### src/rtl/intVecPkg.sv
package intVecPkg;

  typedef struct packed {
    logic ackLive;     // acknowledge condition seen at this edge
    logic captureWin;  // first edge of an acknowledge
    logic clearWin;    // first edge after an acknowledge
    logic maskWrite;   // I/O write to the mask port
  } ctrlStrobes_t;

endpackage

### src/rtl/intVecCtrl.sv
module intVecCtrl
  import intVecPkg::*;
#(
  parameter int ADDR_W = 8,
  parameter logic [ADDR_W-1:0] MASK_PORT = 8'h40
) (
  input  logic              clk,
  input  logic              rstN,
  input  logic              m1N,
  input  logic              iorqN,
  input  logic              wrN,
  input  logic [ADDR_W-1:0] addr,
  output ctrlStrobes_t      strobes
);

  logic ackNow;
  logic ackPrev;
  logic portHit;

  assign ackNow  = !m1N && !iorqN;
  assign portHit = (addr == MASK_PORT);

  always_ff @(posedge clk or negedge rstN) begin
    if (!rstN) begin
      ackPrev <= 1'b0;
    end else begin
      ackPrev <= ackNow;
    end
  end

  always_comb begin
    strobes            = '0;
    strobes.ackLive    = ackNow;
    strobes.captureWin = ackNow && !ackPrev;
    strobes.clearWin   = ackPrev && !ackNow;
    strobes.maskWrite  = !iorqN && !wrN && m1N && portHit;
  end

endmodule

### src/rtl/intVecDatapath.sv
module intVecDatapath
  import intVecPkg::*;
#(
  parameter int NUM_SRC = 6,
  parameter int DATA_W = 8,
  parameter int VEC_BASE = 8'hF0,
  parameter int VEC_STEP = 2,
  parameter int SPURIOUS_VEC = 8'hFF
) (
  input  logic               clk,
  input  logic               rstN,
  input  logic [NUM_SRC-1:0] irqIn,
  input  logic [NUM_SRC-1:0] maskData,
  input  ctrlStrobes_t       strobes,
  output logic               irqN,
  output logic [DATA_W-1:0]  vecData,
  output logic               vecOe,
  output logic [NUM_SRC-1:0] maskQ
);

  localparam int IDX_W = (NUM_SRC > 1) ? $clog2(NUM_SRC) : 1;

  logic [NUM_SRC-1:0] irqPrev;
  logic [NUM_SRC-1:0] riseHit;
  logic [NUM_SRC-1:0] pendQ;
  logic [NUM_SRC-1:0] liveReq;
  logic [NUM_SRC-1:0] clrHot;
  logic [IDX_W-1:0]   selIdx;
  logic               selValid;
  logic [IDX_W-1:0]   winIdx;
  logic               winValid;
  logic [DATA_W-1:0]  vecReg;
  logic               oeReg;

  function automatic logic [DATA_W-1:0] vecFor(input logic [IDX_W-1:0] idx);
    return DATA_W'(VEC_BASE + VEC_STEP * int'(idx));
  endfunction

  // edge detection of request lines
  always_ff @(posedge clk or negedge rstN) begin
    if (!rstN) begin
      irqPrev <= '0;
    end else begin
      irqPrev <= irqIn;
    end
  end

  assign riseHit = irqIn & ~irqPrev;

  // winner clear, one-hot
  always_comb begin
    clrHot = '0;
    if (strobes.clearWin && winValid) begin
      clrHot[winIdx] = 1'b1;
    end
  end

  // pending flags, one flop per source; a new edge beats the clear
  for (genvar g = 0; g < NUM_SRC; g++) begin : gPend
    always_ff @(posedge clk or negedge rstN) begin
      if (!rstN) begin
        pendQ[g] <= 1'b0;
      end else if (riseHit[g]) begin
        pendQ[g] <= 1'b1;
      end else if (clrHot[g]) begin
        pendQ[g] <= 1'b0;
      end
    end
  end

  // enable mask
  always_ff @(posedge clk or negedge rstN) begin
    if (!rstN) begin
      maskQ <= '0;
    end else if (strobes.maskWrite) begin
      maskQ <= maskData;
    end
  end

  assign liveReq = pendQ & maskQ;

  // fixed priority: lowest index wins
  always_comb begin
    selIdx   = '0;
    selValid = 1'b0;
    for (int i = NUM_SRC - 1; i >= 0; i--) begin
      if (liveReq[i]) begin
        selIdx   = IDX_W'(i);
        selValid = 1'b1;
      end
    end
  end

  // winner freeze and vector register
  always_ff @(posedge clk or negedge rstN) begin
    if (!rstN) begin
      winIdx   <= '0;
      winValid <= 1'b0;
      vecReg   <= '0;
    end else if (strobes.captureWin) begin
      winIdx   <= selIdx;
      winValid <= selValid;
      vecReg   <= selValid ? vecFor(selIdx) : DATA_W'(SPURIOUS_VEC);
    end
  end

  always_ff @(posedge clk or negedge rstN) begin
    if (!rstN) begin
      oeReg <= 1'b0;
    end else begin
      oeReg <= strobes.ackLive;
    end
  end

  assign vecOe   = oeReg;
  assign vecData = oeReg ? vecReg : '0;
  assign irqN    = ~|liveReq;

endmodule

### src/rtl/intVectorer.sv
module intVectorer
  import intVecPkg::*;
#(
  parameter int NUM_SRC = 6,
  parameter int DATA_W = 8,
  parameter int ADDR_W = 8,
  parameter logic [ADDR_W-1:0] MASK_PORT = 8'h40,
  parameter int VEC_BASE = 8'hF0,
  parameter int VEC_STEP = 2,
  parameter int SPURIOUS_VEC = 8'hFF
) (
  input  logic               clk,
  input  logic               rstN,
  input  logic [NUM_SRC-1:0] irqIn,
  input  logic               m1N,
  input  logic               iorqN,
  input  logic               wrN,
  input  logic [ADDR_W-1:0]  addr,
  input  logic [NUM_SRC-1:0] maskData,
  output logic               irqN,
  output logic [DATA_W-1:0]  vecData,
  output logic               vecOe
);

  ctrlStrobes_t       strobes;
  logic [NUM_SRC-1:0] maskQ;

  intVecCtrl #(
    .ADDR_W(ADDR_W),
    .MASK_PORT(MASK_PORT)
  ) ctrl (
    .clk(clk),
    .rstN(rstN),
    .m1N(m1N),
    .iorqN(iorqN),
    .wrN(wrN),
    .addr(addr),
    .strobes(strobes)
  );

  intVecDatapath #(
    .NUM_SRC(NUM_SRC),
    .DATA_W(DATA_W),
    .VEC_BASE(VEC_BASE),
    .VEC_STEP(VEC_STEP),
    .SPURIOUS_VEC(SPURIOUS_VEC)
  ) dpath (
    .clk(clk),
    .rstN(rstN),
    .irqIn(irqIn),
    .maskData(maskData),
    .strobes(strobes),
    .irqN(irqN),
    .vecData(vecData),
    .vecOe(vecOe),
    .maskQ(maskQ)
  );

endmodule

### config.mk
export PLATFORM = sky130hd
export DESIGN_NAME = intVectorer
export DESIGN_NICKNAME = d
export VERILOG_FILES = /design/src/rtl/intVecPkg.sv /design/src/rtl/intVecCtrl.sv /design/src/rtl/intVecDatapath.sv /design/src/rtl/intVectorer.sv
export SDC_FILE = /design/constraint.sdc
export NUM_CORES = 1
export LEC_CHECK = 0
export BUFFER_PORTS_ARGS = -buffer_cell sky130_fd_sc_hd__buf_2
export CORE_MARGIN = 2
export CORE_UTILIZATION = 40
export CTS_CLUSTER_DIAMETER = 200
export DETAILED_ROUTE_END_ITERATION = 7
export PLACE_DENSITY = 0.7
export SYNTH_ARGS = -nofsm -noshare
export SYNTH_HDL_FRONTEND = slang
export SYNTH_HIERARCHICAL = 1
export SYNTH_SLANG_ARGS = --single-unit
### constraint.sdc
create_clock -name clk -period 1.3 [get_ports clk]
set_input_delay 0.26 -clock clk [delete_from_list [all_inputs] [get_ports clk]]
set_output_delay 0.26 -clock clk [all_outputs]
set_load 0.05 [all_outputs]
==> impl_metrics.yaml <==
yosys:
  synthAdderAreaFrac: 0
  yosysTopAreaCell: "dfrtp_1"
  synth_edf_count: 0
  synth_area_leaders: "dfrtp_1 (60%), mux2_2 (5.6%), o21ai_0 (5.0%)"
  avgSynthCellArea_sq_um: 11.4
  synth_compound_area_frac: 0.151
  ys_warn_count: 6
  synth.distinct_cells: 25
  async_flop_share: 1.00
  ys_seq_area_frac: 0.600
  synth_flop_cell: "dfrtp_1"
  yosysMostFrequentCell: "dfrtp_1"
  synth_top_area_share: 0.600
  synth_common_cells: "dfrtp_1 (29), inv_1 (12), o21ai_0 (12), mux2_2 (6)"
  syn-cell-area_sq_mm: 0.00121
  syn_inst: 106
  ys_seq_elements: 29
  yosys.area_share.simple: 0.123
  synth_top_family_by_area: "compound AO/OA/AOI/OAI gates"
  yosys.area_share.xor_xnor: 0
  synthMuxAreaShare: 0.0558
  synth_fp_nets: 131
power:
  finalPower_mw: 1.78
  ir_drop_mv: 0.602
  power_density_mw_per_mm2: 1050
  leakagePower_nw: 0.811
outcome:
  violations: "setup timing"
  status: "finished with violations"
clock_tree:
  clock_latency_ps: 320
  cts_tree: "yes"
  cts_buffers: 5
  ctsLongestPathBuffers: 2
  h-tree-depth: 2
  clkTransAtPathRegs_ps: 90
  root_buffer: "clkbuf_4"
  clkSinkCount: 29
place:
  gp_congestion: 0.823
  io_buffer_count: 34
  dp_slack_ps: -183
  dpl.hpwl_mm: 1.95
critical_path:
  required_ps: 1040
  cp-startpoint: "dpath/pendQ[0]"
  end_kind: "output port"
  crit_fanout: 3
  cp.arrival_ps: 1320
  critPathLaunchType: "flip-flop"
  worstReg2RegStart: "ctrl/ackPrev"
  path_class: "reg -> out"
drt:
  drt_iter0_drc: 15
  vias: 976
  ant_nets: 0
  route.detailed.drc: 0
  vias_per_cell: 5.14
  finalWirelength_mm: 2.54
  post_drt_wl_per_cell_microns: 13.4
  first_pass_iters: 4
grt:
  grt_antenna_before_repair: 0
  overflow: 0
  grt_pass1_vias: 980
  grt_max_degree: 30
  grt_use_total: 0.172
  grt_pass1_wl_mm: 4.31
job:
  drv_cap: 0
timing:
  final_max_slew_viol_count: 0
  worst_slew_pin_slew_ps: 295
  fin_crit_ps: 1580
  setup_viol: 9
  fmax_mhz: 632
  hold_viol_final: 0
  slew_headroom: 0.803
  holdWs_ps: 53.1
  rsz0062_at_grt: "yes"
  layout_setup_ws_ps: -283
  period_share: 1.22
  finClkSkew_ps: 5.48
floorplan:
  die_h_microns: 59.0
  io_pins: 35
  die_x_microns: 59.0
  initial_core_util: 0.431
  coreArea_sq_mm: 0.00281
  rows: 19
  die_area_sq_mm: 0.00348
layout:
  area.growth.synth_to_final_pct: 39.6
  nFillCells: 232
  multi_input_area_sq_um: 439
  nNetsFinal: 183
  final_layout_size_suffix_gt1_frac: 0.503
  antenna_cells: 0
  seq_area_sq_um: 727
hold_path:
  hold_class: "in -> reg"
  min_from: "irqIn[1]"
==> layout by cell type (no fill, tap or decap) <==
cell type	instances
and3_4	1
a32o_2	1
o21ai_0	12
mux2_2	6
o22ai_1	3
nor2b_2	1
a22oi_2	3
dfrtp_1	28
and2_4	5
buf_4	15
dfrtp_2	1
nor3_1	1
nand3_2	1
nor3_2	1
a21oi_2	2
and3_1	1
nand4_1	1
buf_2	24
buf_8	5
nand2_1	5
clkbuf_1	3
o21ai_1	1
buf_12	1
nand3_1	3
clkbuf_4	6
nor2b_1	1
o31ai_2	2
a21bo_1	1
nor4b_1	2
o21a_1	1
dlygate4sd3_1	1
nand2b_1	1
buf_6	4
nor2_1	2
inv_1	12
or2_2	1
==> metrics by stage <==
stage | cells | utilization | instance area [sq um] | TNS (ps)
5_1_grt | 190 | 0.602 | 1690 | -1030
4_1_cts | 190 | 0.591 | 1660 | -719
6_report | 190 | 0.602 | 1690 | -490
3_3_place_gp | 181 | 0.541 | 1520 | -1480
2_1_floorplan | 106 | - | 1210 | -27.6
3_5_place_dp | 181 | 0.541 | 1520 | -2040
==> report_power, final <==
part | switching, mW | total [mW] | internal [mW]
logic | 0.160 | 0.298 | 0.138
clock network | 0.286 | 0.501 | 0.215
registers | 0.0302 | 0.978 | 0.947
total | 0.477 | 1.78 | 1.30
==> state kept, by name (all words and copies together), names as in the netlist <==
register / flops
dpath/vecReg: 5
dpath/winValid: 1
dpath/maskQ: 6
ctrl/ackPrev: 1
dpath/irqPrev: 6
dpath/winIdx: 3
dpath/pendQ: 6
dpath/vecOe: 1
==> critical path: stages, from the launching register on <==
cell,delay (ps)
dfrtp_1,430
a22oi_2,200
and3_4,230
buf_8,140
==> cell families (layout without fill, tap and decap cells) <==
family	count (synthesis)	in the layout
AOI/OAI and AO/OA	26	26
DFF	29	29
buffers and inverters	18	71
muxes	6	6
and+or+nand+nor	27	27
==> final timing paths <==
check,endpoint,slack (ps),depth (start not counted)
worst min register to register,dpath/pendQ[3],420,1
min in group asynchronous,dpath/pendQ[2],410,3
worst max-delay path,irqN,-280,3
worst min-delay path,dpath/irqPrev[1],50,1
worst max register to register,dpath/winIdx[0],100,5
max in group asynchronous,dpath/vecOe,720,3
==> layer usage <==
| metal | GRT usage | share of wire |
|---|---|---|
| met5 | 0 | 0 |
| met4 | 0.0682 | 0.020 |
| met3 | 0.0742 | 0.066 |
| met2 | 0.297 | 0.52 |
| met1 | 0.186 | 0.39 |
==> final cells by class <==
class / count / area share
inverter: 12 / 0.0267
multi-input combinational: 59 / 0.260
clock buffer: 8 / 0.0289
timing repair buffer: 51 / 0.231
tap: 31 / 0.0230
sequential: 29 / 0.430
==> what timing repair did <==
| item | 4_1_cts | 5_1_grt |
|---|---|---|
| hold endpoints to repair | 29 | 0 |
| pin swaps | 2 | 0 |
| hold buffers | 1 | 0 |
| resized for setup | 26 | 8 |
| endpoints found under the setup margin | 10 | 12 |
| buffers inserted | 0 | 0 |
Power figures use the tool's default switching activity.
